===== src/rtl/pg_pkg.sv =====
package pg_pkg;
  // positions of the monitored flags on the synchronized bus
  localparam int unsigned MON_COUNT = 3;
  localparam int unsigned IDX_RAIL5 = 0;
  localparam int unsigned IDX_RAIL3 = 1;
  localparam int unsigned IDX_EXT   = 2;

  typedef logic [MON_COUNT-1:0] mon_bus_t;

  // width of a counter that must reach the value lim
  function automatic int unsigned cnt_width(input longint unsigned lim);
    int unsigned w;
    w = 1;
    while ((longint'(1) << w) <= lim) w++;
    return w;
  endfunction
endpackage


===== src/rtl/pg_sync.sv =====
module pg_sync #(
  parameter int unsigned WIDTH  = 3,
  parameter int unsigned STAGES = 2
) (
  input  logic             clk,
  input  logic             rst,
  input  logic [WIDTH-1:0] d,
  output logic [WIDTH-1:0] q
);
  generate
    if (STAGES == 0) begin : g_bypass
      assign q = d;
    end else begin : g_chain
      logic [WIDTH-1:0] stage [STAGES];
      always_ff @(posedge clk) begin
        if (rst) begin
          for (int i = 0; i < STAGES; i++) stage[i] <= '0;
        end else begin
          stage[0] <= d;
          for (int i = 1; i < STAGES; i++) stage[i] <= stage[i-1];
        end
      end
      assign q = stage[STAGES-1];
    end
  endgenerate
endmodule


===== src/rtl/pg_deglitch.sv =====
module pg_deglitch #(
  parameter int unsigned HOLD_CYCLES = 7500
) (
  input  logic clk,
  input  logic rst,
  input  logic din,
  output logic dout
);
  localparam int unsigned CW = pg_pkg::cnt_width(HOLD_CYCLES);
  localparam logic [CW-1:0] LAST = CW'(HOLD_CYCLES - 1);

  logic [CW-1:0] run_q;
  logic          lvl_q;

  // a new level is taken once it has differed for HOLD_CYCLES edges
  always_ff @(posedge clk) begin
    if (rst) begin
      run_q <= '0;
      lvl_q <= 1'b0;
    end else if (din != lvl_q) begin
      if (run_q == LAST) begin
        lvl_q <= din;
        run_q <= '0;
      end else begin
        run_q <= run_q + 1'b1;
      end
    end else begin
      run_q <= '0;
    end
  end

  assign dout = lvl_q;
endmodule


===== src/rtl/pg_qual_timer.sv =====
module pg_qual_timer #(
  parameter int unsigned QUAL_CYCLES = 15_000_000,
  parameter int unsigned CW          = pg_pkg::cnt_width(QUAL_CYCLES)
) (
  input  logic          clk,
  input  logic          rst,
  input  logic          cond_ok,
  output logic [CW-1:0] count,
  output logic          pg
);
  localparam logic [CW-1:0] LIMIT = CW'(QUAL_CYCLES);
  localparam logic [CW-1:0] ARM   = CW'(QUAL_CYCLES - 1);

  logic [CW-1:0] cnt_q;
  logic          pg_q;

  always_ff @(posedge clk) begin
    if (rst) begin
      cnt_q <= '0;
      pg_q  <= 1'b0;
    end else if (!cond_ok) begin
      cnt_q <= '0;
      pg_q  <= 1'b0;
    end else begin
      if (cnt_q != LIMIT) cnt_q <= cnt_q + 1'b1;
      pg_q <= (cnt_q >= ARM);
    end
  end

  assign count = cnt_q;
  assign pg    = pg_q;
endmodule


===== src/rtl/pwr_good_seq.sv =====
module pwr_good_seq #(
  parameter int unsigned SYNC_STAGES     = 2,
  parameter int unsigned DEGLITCH_CYCLES = 7_500,
  parameter int unsigned QUAL_CYCLES     = 15_000_000
) (
  input  logic clk,
  input  logic rst,
  input  logic ext_good_in,
  input  logic rail3v3_ok_in,
  input  logic rail5v_ok_in,
  input  logic supply_off_req,
  input  logic fault_latched,
  output logic pwr_good_out
);
  import pg_pkg::*;

  localparam int unsigned QCW = cnt_width(QUAL_CYCLES);

  mon_bus_t       raw_bus;
  mon_bus_t       sync_bus;
  logic           ext_flt;
  logic           all_good;
  logic [QCW-1:0] qual_cnt;

  always_comb begin
    raw_bus            = '0;
    raw_bus[IDX_EXT]   = ext_good_in;
    raw_bus[IDX_RAIL3] = rail3v3_ok_in;
    raw_bus[IDX_RAIL5] = rail5v_ok_in;
  end

  pg_sync #(.WIDTH(MON_COUNT), .STAGES(SYNC_STAGES)) u_sync (
    .clk(clk), .rst(rst), .d(raw_bus), .q(sync_bus)
  );

  pg_deglitch #(.HOLD_CYCLES(DEGLITCH_CYCLES)) u_ext_flt (
    .clk(clk), .rst(rst), .din(sync_bus[IDX_EXT]), .dout(ext_flt)
  );

  assign all_good = ext_flt & sync_bus[IDX_RAIL3] & sync_bus[IDX_RAIL5]
                  & ~supply_off_req & ~fault_latched;

  pg_qual_timer #(.QUAL_CYCLES(QUAL_CYCLES), .CW(QCW)) u_timer (
    .clk(clk), .rst(rst), .cond_ok(all_good), .count(qual_cnt), .pg(pwr_good_out)
  );
endmodule


===== config.mk =====
export PLATFORM = sky130hd
export DESIGN_NAME = pwr_good_seq
export DESIGN_NICKNAME = d
export VERILOG_FILES = /design/src/rtl/pg_pkg.sv /design/src/rtl/pg_sync.sv /design/src/rtl/pg_deglitch.sv /design/src/rtl/pg_qual_timer.sv /design/src/rtl/pwr_good_seq.sv
export SDC_FILE = /design/constraint.sdc
export NUM_CORES = 1
export LEC_CHECK = 0
export ABC_AREA = 1
export BUFFER_PORTS_ARGS = -buffer_cell sky130_fd_sc_hd__buf_2
export CAP_MARGIN = 30
export CORE_MARGIN = 2
export CORE_UTILIZATION = 55
export CTS_BUF_LIST = sky130_fd_sc_hd__clkbuf_8 sky130_fd_sc_hd__clkbuf_16
export DETAILED_ROUTE_END_ITERATION = 8
export PLACE_DENSITY = 0.73
export SYNTH_ARGS = -nofsm -noshare
export SYNTH_HDL_FRONTEND = slang
export SYNTH_SLANG_ARGS = --single-unit

===== constraint.sdc =====
create_clock -name clk -period 1.7 [get_ports clk]
set_clock_uncertainty 0.15 [all_clocks]
set_input_delay 0.085 -clock clk [delete_from_list [all_inputs] [get_ports clk]]
set_output_delay 0.085 -clock clk [all_outputs]
set_load 0.1 [all_outputs]

==> impl_metrics.py <==
metrics = {
    "finish": {
        "areaGrowthSynthToFinish_pct": 14.3,
        "nets": 382,
        "instances_no_fill": 423,
        "drive_gt1_share_pct": 13.1,
        "antenna_cells": 0,
    },
    "place": {
        "hpwlAfterDp_mm": 3.54,
        "dp.cells": 406,
        "port_buffers": 7,
        "place_congestion": 0.872,
        "pre_cts_ws_ps": 146,
    },
    "floorplan": {
        "die_w_um": 69.1,
        "dieArea_sq_mm": 0.00477,
        "initial_utilization_pct": 57.8,
        "ios": 8,
        "core_sq_mm": 0.00403,
        "dieHeight_um": 69.1,
        "num_rows": 23,
    },
    "worst_setup_path": {
        "slowest_stage": "dfxtp_1",
        "worstSetupPathType": "reg2reg",
        "critPathTopFamily": "simple AND/OR/NAND/NOR gates",
        "max_stage_delay_ps": 360,
        "cp-end-kind": "flop",
        "worstPathCellList": "ha_2 > nand2_1 > nor2_1 > nand3_1 > or2_1 > nand2_1 > buf_4 > nor2_1",
        "path_max_fanout": 13,
        "critPathBufInv": 1,
        "startpoint_type": "flop",
        "critPathArrivalTime_ps": 1620,
        "worstPathRequired_ps": 1750,
    },
    "pwr": {
        "intPower_w": 0.00152,
        "peakVddDrop_mv": 0.434,
        "power.density_mw_per_mm2": 712,
        "switching_share_pct": 20.0,
        "total_leakage_power_nw": 0.935,
        "p_sw_w": 0.000380,
        "p_clk_share_pct": 42.1,
        "p_seq_share_pct": 56.0,
        "pwr-share-comb_pct": 1.8,
    },
    "route": {
        "first_iter_violations": 156,
        "wl_per_cell_um": 11.4,
        "wl_mm": 4.82,
        "vias": 2167,
        "drcViolationCount": 0,
        "drtAntennaViolNets": 0,
        "dr.pass1.iters": 4,
        "viasPerCell": 5.12,
    },
    "sta": {
        "setup_viol": 0,
        "worst_slack_ps": 130,
        "tightest_slew_ps": 483,
        "fmax_mhz": 637,
        "finalHoldViolCount": 0,
        "period_minus_slack_ps": 1570,
        "period_share_pct": 92.3,
        "slew_headroom_pct": 68.0,
        "maxSlewViolCount": 0,
    },
    "clocking": {
        "cts_tree": "yes",
        "clockBufferDepth": 2,
        "cts_sinks": 45,
        "clock_latency_ps": 300,
        "htree_levels": 2,
        "tritoncts.num_buffers": 5,
        "path_clk_slew_ps": 90,
        "cts-root-buf": "clkbuf_8",
    },
    "logic_synthesis": {
        "synthTopCellsByArea": "dfxtp_1, nand2_1, nor2_1",
        "synth_edf_count": 0,
        "synth_ff_type": "dfxtp_1",
        "synth_top_cell_area_share_pct": 38.7,
        "synth.avg_cell_area_sq_um": 6.73,
        "syn_area_sq_mm": 0.00233,
        "syn_inst": 346,
        "yosysMostFrequentCell": "nand2_1",
        "ys_types": 29,
        "yosys-top-cells-count": "nand2_1, nor2_1, dfxtp_1",
        "synthArstFlopShare_pct": 0,
        "synth_top_area_cell": "dfxtp_1",
        "ys_seq_area_share_pct": 38.7,
        "yosys_register_bits": 45,
        "synth_fp_nets": 356,
        "yosys_warnings": 0,
    },
    "global_routing": {
        "grt_overflow": 0,
        "grt_pass1_wl_mm": 8.13,
        "grt_max_degree": 15,
        "grt_pass1_vias": 1931,
        "grt_use_total_pct": 20.8,
        "grt_antenna_before_repair": 0,
    },
    "worst_hold_path": {
        "hp-class": "in2reg",
    },
    "run_status": {
        "status": "finished, final reports clean",
    },
    "flow_run": {
        "max_cap_violations": 0,
    },
}
==> final timing paths <==
kind / cells past startpoint / endpoint / from / slack [ps]
max reg2reg: 8 / u_ext_flt.run_q[8] / u_ext_flt.run_q[0] / 130
min reg2reg: 2 / u_sync.g_chain.stage[0][3] / u_sync.g_chain.stage[0][0] / 260
max: 8 / u_ext_flt.run_q[8] / u_ext_flt.run_q[0] / 130
min: 6 / u_timer.count[10] / fault_latched / 60
==> registers in the layout (all words and copies together) (netlist names) <==
signal                count
u_ext_flt.run_q          13
u_timer.count            24
u_sync.g_chain.stage      6
u_ext_flt.dout            1
u_timer.pg                1
==> area by class of cell <==
cell class                 count  area (sq um)
inverter                      40           154
timing repair buffer          24           180
clock inverter                 3          42.5
multi-input combinational    256          1250
sequential                    45           902
tap                           50          62.6
clock buffer                   5          68.8
fill                         353          1370
==> per-stage QoR <==
stage          TNS [ps]  utilization (%)  cell area, sq um  hold slack [ps]  power (W)
3_5_place_dp          0             60.9              2450              145    0.00111
6_report              0             66.1              2660             58.1    0.00190
3_3_place_gp          0             60.9              2450              135    0.00111
4_1_cts               0             65.4              2640             33.8    0.00191
2_1_floorplan         0                -              2330             42.0    0.00110
5_1_grt          -0.147             66.1              2660              112    0.00196
==> repair_timing <==
item,CTS,global route
setup buffers,0,2
setup endpoints to repair,0,26
hold endpoints to repair,7,0
resized for setup,0,4
hold buffers,7,0
==> power groups by stage <==
stage | Clock, W | Combinational (W) | Sequential, W
5_1_grt | 0.000860 | 0.0000392 | 0.00106
2_1_floorplan | 0 | 0.0000138 | 0.00109
4_1_cts | 0.000813 | 0.0000340 | 0.00106
3_5_place_dp | 0 | 0.0000219 | 0.00109
6_report | 0.000798 | 0.0000350 | 0.00106
3_3_place_gp | 0 | 0.0000212 | 0.00109
==> worst register-to-register path, stage by stage (launching register included) <==
cell	delay, ps
dfxtp_1	360
ha_2	200
nand2_1	70
nor2_1	80
nand3_1	70
or2_1	230
nand2_1	70
buf_4	180
nor2_1	60
==> layer usage <==
metal | global-route usage [%] | vias up | routed length, um
li1 | - | 1151 | -
met4 | 7.41 | 0 | 63
met1 | 28.2 | 967 | 2420
met3 | 3.51 | 5 | 168
met5 | 0 | - | 0
met2 | 33.3 | 44 | 2160
==> cell usage in the layout, fill, tap and decap left out, types with 2 or more instances in the layout <==
master and count:
dlygate4sd3_1 7, nand2_1 77, a21oi_1 26, dfxtp_1 44, nor2_1 66, buf_4 10
inv_2 4, nor3_1 4, inv_1 36, nor2_4 4, nand3_2 2, nand2_2 2
nor2_2 7, ha_1 2, nand3_1 24, buf_2 7, o21ai_0 11, clkbuf_8 5
o21ai_1 3, nand3b_1 2, xor2_1 7, nand4_1 10
==> cell families after synthesis <==
logic type               share of synthesized area [%]
AND/OR/NAND/NOR                                   40.2
buffers and inverters                             7.89
flip-flops                                        38.7
AO/OA/AOI/OAI                                     8.59
XOR/XNOR                                          3.01
adder cells (fa/ha/maj)                           1.61
Note: power is estimated with default switching activity, not from simulation.
